`config.mk`:
```
export PLATFORM = sky130hd
export DESIGN_NAME = prime_sieve_pipe
export DESIGN_NICKNAME = d
export VERILOG_FILES = /design/src/rtl/sieve_pkg.sv /design/src/rtl/sieve_stage.sv /design/src/rtl/sieve_drop.sv /design/src/rtl/prime_sieve_pipe.sv
export SDC_FILE = /design/constraint.sdc
export NUM_CORES = 1
export LEC_CHECK = 0
export ABC_AREA = 1
export BUFFER_PORTS_ARGS = -buffer_cell sky130_fd_sc_hd__buf_2
export CORE_MARGIN = 2
export CORE_UTILIZATION = 50
export CTS_BUF_LIST = sky130_fd_sc_hd__clkbuf_4
export CTS_CLUSTER_DIAMETER = 80
export DETAILED_ROUTE_END_ITERATION = 7
export PLACE_DENSITY = 0.68
export SYNTH_ARGS = -nofsm -noshare
export SYNTH_HDL_FRONTEND = slang
export SYNTH_SLANG_ARGS = --single-unit
```
`constraint.sdc`:
```
create_clock -name clk -period 6.1 [get_ports clk]
set_input_delay 0.305 -clock clk [delete_from_list [all_inputs] [get_ports clk]]
set_output_delay 0.305 -clock clk [all_outputs]
set_load 0.005 [all_outputs]
```
`src/rtl/sieve_pkg.sv`:
```
package sieve_pkg;

  // Returns the idx-th prime (idx 0 -> 2). Used at elaboration only.
  function automatic int nth_prime(input int idx);
    int found;
    int cand;
    int res;
    found = 0;
    cand  = 2;
    res   = 0;
    while (res == 0) begin
      bit is_p;
      is_p = 1'b1;
      for (int d = 2; d * d <= cand; d++) begin
        if (cand % d == 0) is_p = 1'b0;
      end
      if (is_p) begin
        if (found == idx) res = cand;
        found++;
      end
      cand++;
    end
    return res;
  endfunction

endpackage

```
`src/rtl/sieve_stage.sv`:
```
module sieve_stage #(
  parameter int W       = 16,
  parameter int DIVISOR = 2
) (
  input  logic         clk,
  input  logic         rst_n,
  input  logic         up_valid,
  input  logic         up_flag,
  input  logic [W-1:0] up_data,
  output logic         dn_valid,
  output logic         dn_flag,
  output logic [W-1:0] dn_data
);
  localparam logic [W-1:0] DIV_W = W'(DIVISOR);

  logic hit;

  // A tagged item skips the test; an equal value is the prime itself.
  always_comb begin
    hit = 1'b0;
    if (!up_flag) begin
      hit = ((up_data % DIV_W) == '0) && (up_data != DIV_W);
    end
  end

  always_ff @(posedge clk or negedge rst_n) begin
    if (!rst_n) begin
      dn_valid <= 1'b0;
      dn_flag  <= 1'b0;
      dn_data  <= '0;
    end else begin
      dn_valid <= up_valid;
      if (up_valid) begin
        dn_flag <= up_flag | hit;
        dn_data <= up_data;
      end
    end
  end
endmodule

```
`src/rtl/sieve_drop.sv`:
```
module sieve_drop #(
  parameter int W = 16
) (
  input  logic         tail_valid,
  input  logic         tail_flag,
  input  logic [W-1:0] tail_data,
  output logic         out_valid,
  output logic [W-1:0] out_data
);
  assign out_valid = tail_valid & ~tail_flag;
  assign out_data  = tail_data;
endmodule

```
`src/rtl/prime_sieve_pipe.sv`:
```
module prime_sieve_pipe #(
  parameter int W          = 16,
  parameter int NUM_STAGES = 4
) (
  input  logic         clk,
  input  logic         rst_n,
  input  logic         in_valid,
  input  logic [W-1:0] in_data,
  output logic         out_valid,
  output logic [W-1:0] out_data
);
  import sieve_pkg::*;

  localparam int LAST = NUM_STAGES - 1;

  logic [NUM_STAGES-1:0] st_valid;
  logic [NUM_STAGES-1:0] st_flag;
  logic [W-1:0]          st_data [NUM_STAGES];

  for (genvar k = 0; k < NUM_STAGES; k++) begin : g_stage
    localparam int DIV_K = nth_prime(k);
    if (k == 0) begin : g_head
      sieve_stage #(.W(W), .DIVISOR(DIV_K)) u_stage (
        .clk     (clk),
        .rst_n   (rst_n),
        .up_valid(in_valid),
        .up_flag (1'b0),
        .up_data (in_data),
        .dn_valid(st_valid[k]),
        .dn_flag (st_flag[k]),
        .dn_data (st_data[k])
      );
    end else begin : g_body
      sieve_stage #(.W(W), .DIVISOR(DIV_K)) u_stage (
        .clk     (clk),
        .rst_n   (rst_n),
        .up_valid(st_valid[k-1]),
        .up_flag (st_flag[k-1]),
        .up_data (st_data[k-1]),
        .dn_valid(st_valid[k]),
        .dn_flag (st_flag[k]),
        .dn_data (st_data[k])
      );
    end
  end

  sieve_drop #(.W(W)) u_drop (
    .tail_valid(st_valid[LAST]),
    .tail_flag (st_flag[LAST]),
    .tail_data (st_data[LAST]),
    .out_valid (out_valid),
    .out_data  (out_data)
  );
endmodule

```
==> results of run 1 <==
[cell type report]
class	instances	area share, %
antenna	1	0.03473
timing repair buffer	76	6.789
inverter	113	5.991
tap	143	2.483
clock inverter	6	1.163
multi-input combinational	689	57.44
sequential	72	25.06
clock buffer	10	1.042
[cell usage after synthesis, drive strengths merged]
| master | n | area [µm²] |
|---|---|---|
| nand4 | 20 | 140.1 |
| a311oi | 1 | 8.760 |
| nor3 | 4 | 20.02 |
| clkbuf | 12 | 45.04 |
| a21o | 3 | 22.52 |
| o21a | 1 | 7.510 |
| clkinv | 2 | 8.750 |
| a21oi | 17 | 115.1 |
| or4 | 1 | 7.510 |
| nand3 | 103 | 608.1 |
| or2 | 4 | 25.03 |
| xor2 | 4 | 35.03 |
| buf | 2 | 7.510 |
| dfrtp | 72 | 1802 |
| o21bai | 2 | 15.01 |
| inv | 111 | 416.7 |
| and2 | 5 | 35.04 |
| nor4 | 11 | 68.82 |
| o21ai | 94 | 485.5 |
| ha | 8 | 100.1 |
| nor2 | 41 | 153.9 |
| nor4b | 1 | 8.760 |
| nand3b | 2 | 15.01 |
| nand2 | 367 | 1578 |
[cell families after synthesis]
kind of cell | after synthesis | synth area share (%)
simple gates | 559 | 46.43
buf+inv | 127 | 8.342
compound gates | 118 | 11.42
flops | 72 | 31.45
fa+ha+maj | 8 | 1.747
xor+xnor | 4 | 0.6114
[per-stage QoR]
step	cells	setup TNS, ps	utilization, %
2_1_floorplan	888	0	-
3_3_place_gp	1054	0	53.43
3_5_place_dp	1054	-88.75	53.43
4_1_cts	1085	-10.57	56.81
5_1_grt	1110	-1263	63.65
6_report	1110	-174.4	63.65
[routing by layer]
metal,part of all wire (%),wire (µm)
met1,46,6527
met2,49,6892
met3,2.4,344
met4,2.0,284
met5,0,0
[state kept, by name (all words and copies together) (netlist names)]
signal	cells
g_stage.g_body.u_stage.dn_flag	3
g_stage.g_body.u_stage.dn_data	48
g_stage.g_body.u_stage.dn_valid	3
g_stage.g_head.u_stage.dn_valid	1
g_stage.g_head.u_stage.dn_data	16
g_stage.g_head.u_stage.dn_flag	1
[worst paths after layout]
check                                                      startpoint                                     to  slack, ps
worst max-delay path            g_stage[1].g_body.u_stage.dn_data[15]      g_stage[2].g_body.u_stage.dn_flag       -170
worst min-delay path                                            rst_n   g_stage[2].g_body.u_stage.dn_data[8]         -5
worst max register to register  g_stage[1].g_body.u_stage.dn_data[15]      g_stage[2].g_body.u_stage.dn_flag       -170
worst min register to register     g_stage[2].g_body.u_stage.dn_valid     g_stage[3].g_body.u_stage.dn_valid        420
max in group asynchronous                                       rst_n  g_stage[1].g_body.u_stage.dn_data[13]       5470
min in group clk                                           in_data[7]   g_stage[0].g_head.u_stage.dn_data[7]         80
[what timing repair did]
item / in CTS / in global routing
setup endpoints to repair: 1 / 3
hold buffers: 0 / 0
setup buffers: 15 / 24
pin swaps: 36 / 88
resized for setup: 29 / 155
[critical path, delay by kind of cell (launching register included)]
kind	cells	cell delay [ps]
flops	1	480
compound gates	4	640
fa+ha+maj	2	300
buf+inv	7	410
simple gates	48	4360
==> key figures, run 1 <==
Finish
  – Register area: 0.001805 mm²
  – Multi-input logic area: 0.004139 mm²
  – Fraction of final layout cells sized beyond drive strength 1: 33.95%
  – Layout area overhead: 25.77%
  – Most frequent cells in the layout: 249 x nand2_1, 83 x nand2_2, 79 x inv_1, 69 x dfrtp_1, 67 x o21ai_0
  – Final instance area: 0.007206 mm²
  – Fillers: between 1,000 and 1,500
  – Layout Nets: between 900 and 1,000
  – Most common cell after layout, fill and taps aside: nand2_1

Drt
  – Pre-antenna DRT Iters: 5
  – Vias/cell: about 5.3
  – Post-DRT Antenna Nets: 0
  – Routed wire per std cell: 12.66 µm
  – # DRC: 0
  – Routed WL: 14,050 µm
  – DR iter-0 viols: ~230
  – Vias: between 5,000 and 6,000

Floorplan
  – Die H: 111.0 µm
  – Die area: 0.01233 mm²
  – Die W: around 110 µm
  – I/O pin count: 36
  – Starting Density: 50.61%
  – Core Area: 0.01132 mm²
  – Row count: 39

Worst setup path
  – Critical Path Most Common Cell: nand2_4
  – CP peak stage delay: ~480 ps
  – Worst Setup Path Type: flop to flop
  – Crit. End Element: flop
  – WP data arrival: 6640 ps
  – Crit start category: flop
  – Worst Path Max Fanout: 5
  – CP max stage cell: dfrtp_2
  – Worst Path Required: about 6500 ps
  – Reg2Reg Depth: 61

Clock tree
  – CTS sink count: 72
  – CTS tree: built
  – CTS root buf: clkbuf_4
  – Clock Path Buffers: 2
  – Worst-Skew Late Latency: around 450 ps
  – H-tree levels: 3
  – Num CTS Buffers: 9
  – Clock Pin Slew Worst Setup and Hold Paths: 130 ps

Global route
  – Vias in the first global route: 5,155
  – Grt peak-use layer: met2
  – Largest net degree at the start of global routing: 73
  – Met1 usage: between 20 and 30%
  – First-pass GRT wire length: 22,130 µm
  – M2 GR Usage: between 30% and 40%
  – Remaining Overflow, GRT: 0
  – Global Route Usage Sum: about a fifth
  – Initial antenna violation count: 1
  – Met3 usage: roughly 2.6%

Timing
  – Hold WS: -4.902 ps
  – Max Clock Skew: 23.43 ps
  – Slew headroom: between 30% and 40%
  – Least-Margin Pin Slew: 1038 ps
  – RSZ-0062 raised after global routing: true
  – Max Freq: 159.4 MHz
  – Final worst path period need: 6274 ps
  – Crit share post-route: 102.9%
  – Final WS setup: -174.4 ps
  – Final Hold Vio Count: 4
  – Fin. max-slew vios: 0
  – Setup violations, final: 1

Logic synthesis
  – Sequential area share after synthesis: 31.45%
  – Avg Inst Size Synth: 6.452 µm²
  – Register bit count reported by yosys: just over 70
  – Syn nets: 915
  – Yosys warning count: 0
  – Mapped Cells: 888
  – Mapped Area: 0.005729 mm²
  – Synth cell types: 38

Placement
  – GPL Wtd Cong: ~0.88
  – DP HPWL: 9155 µm
  – Dpl cell area: 0.006048 mm²
  – Count of input and output buffers: 35
  – Pre-CTS setup slack: -88.75 ps

Hold path
  – Worst Hold Class: primary input to asynchronous set/reset pin

Status
  – Status: finished, violations left
  – Violations in the final reports: hold timing, setup timing

Flow run
  – Max-Cap Viols: 0
Power of run 1 is left out: the tool's default activity adds up to more than one toggle a clock period on the data nets, which glitch-free logic cannot reach.
==> run 2, diff against run 1 <==
Settings changed: CORE_UTILIZATION 50 to 49, PLACE_DENSITY 0.68 to 0.67.
==> key figures, run 2 (synthesized netlist as in run 1, its figures left out) <==
Floorplan
  – I/O pin count: 36 (unchanged)
  – Die W: 112.1 µm (+0.98%)
  – Die H: 112.1 µm (+0.98%)
  – Starting Density: 50.18% (-0.43 points)
  – Row count: 39 (unchanged)
  – Die area: 0.01257 mm² (+2.0%)
  – Core Area: 0.01142 mm² (+0.86%)

Worst setup path
  – CP peak stage delay: 470 ps (about the same)
  – Crit. End Element: flop
  – Worst reg-to-reg setup slack: -140 ps (+40 ps)
  – Worst Path Max Fanout: 5 (unchanged)
  – Reg2Reg Depth: 54 (-11%)
  – Worst Setup Path Type: flop to flop
  – CP max stage cell: dfrtp_2
  – Critical Path Most Common Cell: nand2_4
  – Worst Path Required: 6470 ps (about the same)
  – WP data arrival: 6610 ps (-30 ps)
  – Reg2reg start: g_stage[1].g_body.u_stage.dn_data[15]
  – Crit start category: flop
  – Reg2reg end: g_stage[2].g_body.u_stage.dn_flag

Timing
  – Max Freq: 160.3 MHz (+0.57%)
  – Crit share post-route: 102.3% (-0.59 points)
  – Max Clock Skew: 8.144 ps (-15.29 ps)
  – Least-Margin Pin Slew: 1028 ps (-9.963 ps)
  – Final worst path period need: 6239 ps (-35.83 ps)
  – Hold WS: -28.70 ps (-23.80 ps)
  – Final Hold Vio Count: 14 (+10)
  – Setup violations, final: 1 (unchanged)
  – Slew headroom: 31.45% (+0.66 points)
  – Final WS setup: -138.6 ps (+35.83 ps)
  – Fin. max-slew vios: 0 (unchanged)
  – RSZ-0062 raised after global routing: true

Finish
  – Final core occ: 62.97% (-0.68 points)
  – Layout Nets: 997 (+0.91%)
  – Most frequent cells in the layout: 263 x nand2_1, 77 x inv_1, 70 x dfrtp_1, 69 x nand2_2, 67 x o21ai_0
  – Most common cell after layout, fill and taps aside: nand2_1
  – Top Registers: g_stage.g_body.u_stage.dn_data: 48 flops, g_stage.g_head.u_stage.dn_data: 16 flops
  – Biggest register: g_stage.g_body.u_stage.dn_data
  – Layout area overhead: 25.51%
  – Fillers: 1,060 (+1.9%)
  – Largest register FFs: 48 (unchanged)
  – Fin cells: 1,119 (+0.81%)
  – Fraction of final layout cells sized beyond drive strength 1: 33.23% (-0.72 points)

Global route
  – Global Route Usage Sum: 20.46% (-0.83 points)
  – Initial antenna violation count: 1 (unchanged)
  – First-pass GRT wire length: 21,690 µm (-2.0%)
  – Largest net degree at the start of global routing: 73 (unchanged)
  – Vias in the first global route: 5,040 (-2.2%)
  – Remaining Overflow, GRT: 0 (unchanged)

Clock tree
  – Clock Pin Slew Worst Setup and Hold Paths: 130 ps (about the same)
  – H-tree levels: 3 (unchanged)
  – CTS tree: built
  – Clock Path Buffers: 2 (unchanged)
  – CTS sink count: 72 (unchanged)
  – Num CTS Buffers: 9 (unchanged)
  – Worst-Skew Late Latency: 430 ps (-20 ps)
  – CTS root buf: clkbuf_4

Drt
  – Routed WL: 14,050 µm (about the same)
  – # DRC: 0 (unchanged)
  – Pre-antenna DRT Iters: 6 (+1)
  – Routed wire per std cell: 12.55 µm (-0.83%)
  – Vias: 5,893 (+1.1%)
  – Post-DRT Antenna Nets: 0 (unchanged)
  – Vias/cell: 5.266 (+0.30%)
  – DR iter-0 viols: 248 (+10%)

Status
  – Status: finished, violations left
  – Violations in the final reports: hold timing, setup timing

Placement
  – DP HPWL: 9036 µm (-1.3%)
  – Placed Cells: 1,054 (unchanged)
  – GPL Wtd Cong: 0.8722 (-0.59%)
  – Count of input and output buffers: 35 (unchanged)
  – Pre-CTS setup slack: -80.73 ps (+8.018 ps)

Flow run
  – Max-Cap Viols: 0 (unchanged)

Hold path
  – Worst Hold Class: primary input to asynchronous set/reset pin
==> run 2: cell count changes in the layout (fill, tap and decap cells not counted), sizes merged <==
| cell | delta |
|---|---|
| buf | +9 |
| clkinv | +3 |
| bufinv | -1 |
| clkbuf | -1 |
| clkinvlp | -1 |
==> run 2: layout make-up <==
class                           instances  area, µm²  area share [%]
Clock buffer                            9      67.56          0.9396
Clock inverter                          7      62.56          0.8700
Timing Repair Buffer                   85      553.0           7.691
Tap cell                              143      178.9           2.488
Inverter                              113      429.2           5.968
Antenna cell                            1      2.502         0.03480
Multi-Input combinational cell        689       4093           56.92
Sequential cell                        72       1804           25.09
==> run 2: layer usage <==
layer  wire, µm  track usage, %  share of wire [%]  up-vias
met5          0               0                  0        -
met4        310           6.667                2.2        0
met3        360           2.538                2.6       28
met2       6897           34.70                 49       98
met1       6477           27.30                 46     2719
li1           -               -                  -     3048
==> run 2: how the worst max path moves through the flow <==
| stage | slack (ps) | cells after the start | from | end |
|---|---|---|---|---|
| 2_1_floorplan | 490 | 62 | g_stage[1].g_body.u_stage.dn_data[15] | g_stage[2].g_body.u_stage.dn_flag |
| 3_3_place_gp | 60 | 57 | g_stage[1].g_body.u_stage.dn_data[15] | g_stage[2].g_body.u_stage.dn_flag |
| 4_1_cts | 6 | 61 | g_stage[1].g_body.u_stage.dn_data[15] | g_stage[2].g_body.u_stage.dn_flag |
| 3_5_place_dp | -80 | 65 | g_stage[1].g_body.u_stage.dn_data[13] | g_stage[2].g_body.u_stage.dn_flag |
| 6_report | -140 | 54 | g_stage[1].g_body.u_stage.dn_data[15] | g_stage[2].g_body.u_stage.dn_flag |
| 5_1_grt | -560 | 62 | g_stage[1].g_body.u_stage.dn_data[15] | g_stage[2].g_body.u_stage.dn_flag |
==> run 2: per-stage QoR <==
step	setup TNS, ps	cell area (µm²)
floorplan	0	5729
global placement	0	6048
detailed placement	-80.73	6048
CTS	0	6479
global route	-1224	7191
finish	-138.6	7191
==> run 2: worst max-delay path, delay by kind of cell, from the launching register on <==
kind | cells | cell delay, ps
and+or+nand+nor | 44 | 4230
DFF | 1 | 470
AOI/OAI and AO/OA | 4 | 800
buffers and inverters | 4 | 350
adders and majority gates | 2 | 300
==> run 2: timing repair <==
item | in CTS | in global routing
pin swaps | 38 | 81
cloned | 0 | 0
gates resized for setup | 32 | 136
setup endpoints to repair | 1 | 3
buffers inserted | 21 | 27
hold buffers | 0 | 0
Power of run 2 is left out for the same reason.
